==> config.mk <==
export PLATFORM = sky130hd
export DESIGN_NAME = auxctl_regs
export DESIGN_NICKNAME = d
export VERILOG_FILES = /design/src/rtl/auxctl_pkg.sv /design/src/rtl/auxctl_decode.sv /design/src/rtl/auxctl_pfsync.sv /design/src/rtl/auxctl_pwrfail.sv /design/src/rtl/auxctl_regs.sv
export SDC_FILE = /design/constraint.sdc
export NUM_CORES = 1
export LEC_CHECK = 0
export BUFFER_PORTS_ARGS = -buffer_cell sky130_fd_sc_hd__buf_2
export CAP_MARGIN = 5
export CORE_MARGIN = 4
export CORE_UTILIZATION = 30
export CTS_CLUSTER_DIAMETER = 40
export CTS_CLUSTER_SIZE = 14
export DETAILED_ROUTE_END_ITERATION = 8
export MAX_ROUTING_LAYER = met4
export SLEW_MARGIN = 20
export SYNTH_ARGS = -nofsm -noshare
export SYNTH_HDL_FRONTEND = slang
export SYNTH_SLANG_ARGS = --single-unit
export TNS_END_PERCENT = 50
==> constraint.sdc <==
create_clock -name clk_i -period 1.8 [get_ports clk_i]
set_input_delay 0.18 -clock clk_i [delete_from_list [all_inputs] [get_ports clk_i]]
set_output_delay 0.18 -clock clk_i [all_outputs]
set_load 0.05 [all_outputs]
==> src/rtl/auxctl_pkg.sv <==
package auxctl_pkg;
   typedef enum logic [2:0] {
      IDX_CFG  = 3'd0,
      IDX_DIAG = 3'd1,
      IDX_MDM  = 3'd2,
      IDX_LED  = 3'd3,
      IDX_SYS  = 3'd4,
      IDX_AUX1 = 3'd5,
      IDX_AUX2 = 3'd6,
      IDX_PM   = 3'd7
   } reg_idx_e;

   localparam int unsigned NUM_REGS = 8;
   localparam logic [1:0] SZ_BYTE = 2'b00;
   localparam logic [1:0] SZ_HALF = 2'b01;
   localparam logic [1:0] SZ_WORD = 2'b10;
   localparam int unsigned CFG_EN_BIT  = 3;
   localparam int unsigned AUX2_PF_BIT = 5;
   localparam logic [31:0] SYS_RST_STATUS = 32'h0000_0002;
endpackage

==> src/rtl/auxctl_decode.sv <==
module auxctl_decode #(
   parameter int unsigned ADDR_W  = 8,
   parameter int unsigned SEL_LSB = 2
) (
   input  logic [ADDR_W-1:0] addr_i,
   input  logic              wr_i,
   output logic              hit_o,
   output logic [2:0]        idx_o,
   output logic [7:0]        we_o
);
   localparam int unsigned TOP_LSB = SEL_LSB + 3;

   if (SEL_LSB < 1) begin : g_bad_lsb
      $error("SEL_LSB must be at least 1");
   end
   if (ADDR_W <= TOP_LSB) begin : g_bad_width
      $error("ADDR_W must exceed SEL_LSB + 3");
   end

   always_comb begin
      hit_o = (addr_i[ADDR_W-1:TOP_LSB] == '0) && (addr_i[SEL_LSB-1:0] == '0);
      idx_o = addr_i[TOP_LSB-1:SEL_LSB];
      we_o  = (hit_o && wr_i) ? (8'b1 << idx_o) : 8'b0;
   end
endmodule

==> src/rtl/auxctl_pfsync.sv <==
module auxctl_pfsync #(
   parameter int unsigned STAGES = 2
) (
   input  logic clk_i,
   input  logic rst_ni,
   input  logic d_i,
   output logic q_o
);
   if (STAGES == 0) begin : g_direct
      assign q_o = d_i;
   end else begin : g_chain
      logic [STAGES-1:0] sh_q;
      always_ff @(posedge clk_i or negedge rst_ni) begin
         if (!rst_ni) sh_q <= '0;
         else         sh_q <= {sh_q[STAGES-2+1-1:0], d_i} >> 0;
      end
      assign q_o = sh_q[STAGES-1];
   end
endmodule

==> src/rtl/auxctl_pwrfail.sv <==
module auxctl_pwrfail (
   input  logic clk_i,
   input  logic rst_ni,
   input  logic pf_i,
   input  logic en_i,
   input  logic clr_i,
   output logic status_o,
   output logic irq_o
);
   logic prev_q, st_q, irq_q;
   logic chg;

   assign chg = pf_i ^ prev_q;

   always_ff @(posedge clk_i or negedge rst_ni) begin
      if (!rst_ni) begin
         prev_q <= 1'b0;
         st_q   <= 1'b0;
         irq_q  <= 1'b0;
      end else begin
         prev_q <= pf_i;
         if (clr_i)    st_q <= 1'b0;
         else if (chg) st_q <= pf_i & en_i;
         irq_q <= st_q & en_i;
      end
   end

   assign status_o = st_q;
   assign irq_o    = irq_q;

   // no path other than an input change may set the status
   assert_status_not_set_by_write_R3: assert property (@(posedge clk_i) disable iff (!rst_ni)
      (!st_q && !chg) |=> !st_q);
   // an input change with the enable clear leaves the status clear
   assert_status_needs_enable_R2: assert property (@(posedge clk_i) disable iff (!rst_ni)
      (chg && !en_i) |=> !st_q);
endmodule

==> src/rtl/auxctl_regs.sv <==
module auxctl_regs
   import auxctl_pkg::*;
#(
   parameter int unsigned ADDR_W         = 8,
   parameter int unsigned SEL_LSB        = 2,
   parameter int unsigned TC_BIT         = 1,
   parameter int unsigned PF_SYNC_STAGES = 2
) (
   input  logic              clk_i,
   input  logic              rst_ni,
   input  logic [ADDR_W-1:0] bus_addr_i,
   input  logic              bus_wr_i,
   input  logic [1:0]        bus_size_i,
   input  logic [31:0]       bus_wdata_i,
   output logic [31:0]       bus_rdata_o,
   input  logic              pwr_fail_i,
   output logic              irq_o,
   output logic              fd_tc_o,
   output logic              pwr_off_o,
   output logic              sys_rst_req_o,
   output logic              cpu_halt_o
);
   localparam logic [7:0] TC_MASK = 8'(1) << TC_BIT;

   if (TC_BIT > 7) begin : g_bad_tc
      $error("TC_BIT must address a bit of the aux1 byte");
   end

   logic       hit;
   logic [2:0] idx;
   logic [7:0] we;
   logic       pf_sync, pf_status, aux2_clr;

   logic [7:0]  cfg_q, aux1_q, mdm_q, diag_q;
   logic [1:0]  aux2_q;
   logic [15:0] led_q;
   logic [31:0] sys_q;
   logic        tc_q, rstreq_q, halt_q, off_q;

   auxctl_decode #(.ADDR_W(ADDR_W), .SEL_LSB(SEL_LSB)) i_decode (
      .addr_i(bus_addr_i), .wr_i(bus_wr_i),
      .hit_o(hit), .idx_o(idx), .we_o(we)
   );

   auxctl_pfsync #(.STAGES(PF_SYNC_STAGES)) i_pfsync (
      .clk_i(clk_i), .rst_ni(rst_ni), .d_i(pwr_fail_i), .q_o(pf_sync)
   );

   assign aux2_clr = we[IDX_AUX2] & bus_wdata_i[1];

   auxctl_pwrfail i_pwrfail (
      .clk_i(clk_i), .rst_ni(rst_ni), .pf_i(pf_sync),
      .en_i(cfg_q[CFG_EN_BIT]), .clr_i(aux2_clr),
      .status_o(pf_status), .irq_o(irq_o)
   );

   // registers cleared by reset
   always_ff @(posedge clk_i or negedge rst_ni) begin
      if (!rst_ni) begin
         cfg_q    <= '0;
         aux1_q   <= '0;
         aux2_q   <= '0;
         mdm_q    <= '0;
         tc_q     <= 1'b0;
         rstreq_q <= 1'b0;
         halt_q   <= 1'b0;
         off_q    <= 1'b0;
      end else begin
         tc_q     <= 1'b0;
         rstreq_q <= 1'b0;
         if (we[IDX_CFG]) cfg_q <= bus_wdata_i[7:0];
         if (we[IDX_MDM]) mdm_q <= bus_wdata_i[7:0];
         if (we[IDX_AUX1]) begin
            aux1_q <= bus_wdata_i[7:0] & ~TC_MASK;
            tc_q   <= bus_wdata_i[TC_BIT];
         end
         if (we[IDX_AUX2]) begin
            aux2_q <= bus_wdata_i[1:0];
            if (bus_wdata_i[0]) off_q <= 1'b1;
         end
         if (we[IDX_PM]) halt_q <= 1'b1;
         if (we[IDX_SYS] && bus_size_i == SZ_WORD && bus_wdata_i[0]) rstreq_q <= 1'b1;
      end
   end

   // registers kept across reset
   always_ff @(posedge clk_i) begin
      if (we[IDX_DIAG]) diag_q <= bus_wdata_i[7:0];
      if (we[IDX_LED] && bus_size_i == SZ_HALF) led_q <= bus_wdata_i[15:0];
      if (we[IDX_SYS] && bus_size_i == SZ_WORD)
         sys_q <= bus_wdata_i[0] ? SYS_RST_STATUS : bus_wdata_i;
   end

   always_comb begin
      bus_rdata_o = '0;
      if (hit) begin
         unique case (reg_idx_e'(idx))
            IDX_CFG:  bus_rdata_o = {24'b0, cfg_q};
            IDX_DIAG: bus_rdata_o = {24'b0, diag_q};
            IDX_MDM:  bus_rdata_o = {24'b0, mdm_q};
            IDX_LED:  bus_rdata_o = {16'b0, led_q};
            IDX_SYS:  bus_rdata_o = sys_q;
            IDX_AUX1: bus_rdata_o = {24'b0, aux1_q};
            IDX_AUX2: bus_rdata_o = {26'b0, pf_status, 3'b0, aux2_q};
            IDX_PM:   bus_rdata_o = '0;
         endcase
      end
   end

   assign fd_tc_o       = tc_q;
   assign sys_rst_req_o = rstreq_q;
   assign cpu_halt_o    = halt_q;
   assign pwr_off_o     = off_q;

   assert_irq_needs_enable_R1: assert property (@(posedge clk_i) disable iff (!rst_ni)
      irq_o |-> $past(cfg_q[CFG_EN_BIT]));
   assert_pwroff_sticky_R4: assert property (@(posedge clk_i) disable iff (!rst_ni)
      pwr_off_o |=> pwr_off_o);
   assert_tc_cause_R5: assert property (@(posedge clk_i) disable iff (!rst_ni)
      fd_tc_o |-> $past(we[IDX_AUX1] && bus_wdata_i[TC_BIT]));
   assert_tc_not_stored_R5: assert property (@(posedge clk_i) disable iff (!rst_ni)
      !aux1_q[TC_BIT]);
   assert_rstreq_status_R6: assert property (@(posedge clk_i) disable iff (!rst_ni)
      sys_rst_req_o |-> (sys_q == SYS_RST_STATUS));
   assert_halt_sticky_R9: assert property (@(posedge clk_i) disable iff (!rst_ni)
      cpu_halt_o |=> cpu_halt_o);
endmodule

==> summary.md <==
| Metric | Value |
|---|---|
| Status | `finished with violations` |
| Failing checks | `negative setup slack` |
| Power Dens Cells | `between 800 and 900 nW/um^2` |
| FF+latch area | `about 2500 um^2` |
| Initial antenna violation count | `1` |
| Cell area after synthesis | `3850 um^2` |
| Max FO, Critical Path | `16` |
| Num CTS Buffers | `9` |
| WL per Instance | `about 16 um` |
| Global-route wire length before repair | `15.3 mm` |
| Netlist cell types | `45` |
| Commonest non-fill, non-tap cell in the layout | `edfxtp_1` |
| Relative slew slack | `approximately half` |
| Row count | `41` |
| Tightest Pin Transition | `around 740 ps` |
| Detailed-placement wirelength estimate | `between 6 and 7 mm` |
| Setup WS post-layout | `-25.5 ps` |
| Initial drt markers | `119` |
| Total I/O pin count | `83` |
| Critical Path Sink Type | `output pin` |
| Routability Congestion | `roughly 0.82` |
| Commonest cells after routing, fill and taps aside | `edfxtp_1 (55), buf_2 (51), dfrtp_1 (34)` |
| Die height | `around 120 um` |
| Clock tree buffer depth | `2` |
| Area share of the leading cell type in the synthesized netlist | `a little over two fifths` |
| DRT antenna net count | `0` |
| DR top layer | `met4` |
| Post-synth ARST share | `a little under two fifths` |
| Top cells by area, synth | `edfxtp_1 (43%), dfrtp_1 (22%), mux2_2 (9.1%), nor2b_1 (5.4%), and2_1 (2.9%)` |
| Layout area overhead | `45.5%` |
| Slew Viols, Final | `0` |
| Synthesized Nets | `between 300 and 400` |
| Max IR drop VDD | `between 400 and 500 uV` |
| MaxCap Viol Count | `0` |
| CP Data Required Time | `approximately 1600 ps` |
| Final instance area | `between 5000 and 6000 um^2` |
| Hold slack final | `a little under 30 ps` |
| Multi-input logic area | `1510 um^2` |
| Sink Count | `between 80 and 90` |
| Worst EP arrival | `about 1700 ps` |
| DP Area | `just under 5000 um^2` |
| Clock Skew | `between 0.6 and 0.7 ps` |
| Worst Setup Start Kind | `primary input` |
| Detailed Routing Iterations Pass 1 | `4` |
| Leak | `around 2.3 nW` |
| Vias per cell | `4.63` |
| Met3 wire len | `440 um` |
| Post-synth EDFFs | `55` |
| # DRC | `0` |
| Fillers | `about 1.2k` |
| Avg Cell Area, Syn | `~14 um^2` |
| # nets final | `approximately 450` |
| Worst min-delay path class | `in2reg` |
| Root buffer cell | `clkbuf_16` |
| Final worst-path cycle share | `101%` |
| Layout cells sized above 1 | `51.5%` |
| DR vias | `about 2.7k` |
| Gr usage total | `around 14%` |
| Fmax | `between 500 and 600 MHz` |
| Final WL | `9.46 mm` |
| Seq/Total Area, Yosys | `around two thirds` |
| Syn. warnings | `0` |
| Synth Register Bits | `89` |
| DIE AREA | `~15000 um^2` |
| Worst skew pair latency | `approximately 330 ps` |
| RSZ-0062 raised after global routing | `yes` |
| Core Box Area | `12600 um^2` |
| PortBufs | `82` |
| Crit Path Category | `in2out` |
| Clock Pin Slew Worst Setup and Hold Paths | `about 60 ps` |
| Pin count of the biggest net entering global routing | `40` |
| Post-layout util | `around 44%` |
| Clock period minus worst slack | `1830 ps` |
| Dominant cell type by area after synthesis | `edfxtp_1` |
| Die W | `between 100 and 150 um` |
| Starting Density | `30.5%` |
| Hold Fails Final Rpt | `0` |
| H-tree levels | `3` |
| Met2 wire length | `between 4 and 5 mm` |
| Post-synthesis instance total | `between 200 and 300` |
| Grt ovf | `0` |
| Final setup vio count | `14` |
| Met1 wire length | `~4.1 mm` |
| Vias in the first global route | `between 2k and 3k` |
| CTS tree | `built` |
| Most used DFF post-synth | `edfxtp_1` |
## flip-flops by register name, indices dropped and copies added (netlist names), 2 cells and up
signal and count:
aux1_q 7, i_pfsync.g_chain.sh_q 2, cfg_q 8, aux2_q 2, led_q 16, diag_q 8, mdm_q 8, sys_q 31
## timing repair
item	4_1_cts	5_1_grt
pin swaps	8	4
setup buffers	1	0
hold buffers	2	0
endpoints found under the setup margin	32	30
endpoints found under the hold margin	35	0
resized for setup	61	14
gates cloned	1	0
## Yosys cell counts (2+ instances only)
cell,count
a41o_1,2
nor2_1,18
or2_2,2
a31oi_1,2
inv_1,2
nand2_1,3
nand3_1,3
o32ai_1,2
dfrtp_1,34
edfxtp_1,55
nand2b_1,3
and4b_1,2
a221oi_1,6
or3_1,2
nand3_2,2
a211oi_1,5
clkbuf_1,10
and2_1,18
a21oi_1,7
nor3_1,2
a22oi_1,8
nor2b_1,33
mux2i_1,5
mux2_2,31
## cells by family after synthesis
| group | synth area share (%) |
|---|---|
| xor+xnor | 0.227 |
| flops | 64.9 |
| buf+inv | 1.91 |
| mux | 10.4 |
| compound gates | 7.30 |
| simple gates | 15.3 |
## layer usage
metal | global-route usage, % | vias up
met4 | 4.27 | 0
li1 | - | 1273
met2 | 23.1 | 59
met5 | - | -
met1 | 16.8 | 1325
met3 | 3.64 | 12
## power by group
part | switching [mW] | internal (mW)
Combinational | 0.210 | 0.184
Sequential | 0.0212 | 2.21
Clock | 0.762 | 1.21
## final timing paths
kind,startpoint,slack (ps),depth (start not counted),to
min,bus_wdata_i[14],30,1,led_q[14]$_DFFE_PP_
max reg2reg,cfg_q[3]$_DFFE_PN0P_,870,3,i_pwrfail.status_o$_DFFE_PN0P_
min in group asynchronous,rst_ni,320,3,mdm_q[7]$_DFFE_PN0P_
max,bus_addr_i[1],-30,7,bus_rdata_o[19]
max in group asynchronous,rst_ni,1280,3,cfg_q[0]$_DFFE_PN0P_
min reg2reg,i_pfsync.g_chain.sh_q[0]$_DFF_PN0_,350,0,i_pfsync.g_chain.sh_q[1]$_DFF_PN0_
## cell type report
cell class,instances,area share (%)
antenna,1,0.0446
clock buffer,9,4.02
clock inverter,7,1.67
inverter,3,0.201
multi-input combinational,172,27.0
sequential,89,44.6
tap,172,3.84
timing repair buffer,124,18.6
## per-stage QoR
stage / total power, mW / setup slack, ps / TNS, ps / std cells
2_1_floorplan: 2.46 / -208 / -7460 / 278
3_3_place_gp: 2.63 / -159 / -5540 / 557
3_5_place_dp: 2.64 / -171 / -6180 / 557
4_1_cts: 4.64 / -24.8 / -230 / 577
5_1_grt: 4.78 / -88.7 / -1480 / 577
6_report: 4.60 / -25.5 / -113 / 577
## critical path, stage by stage
cell and delay [ps]:
buf_6 90, or2_4 230, or4_4 520, nor2b_4 170, buf_12 130, and2_1 150, buf_6 160
Power figures use the tool's default switching activity.
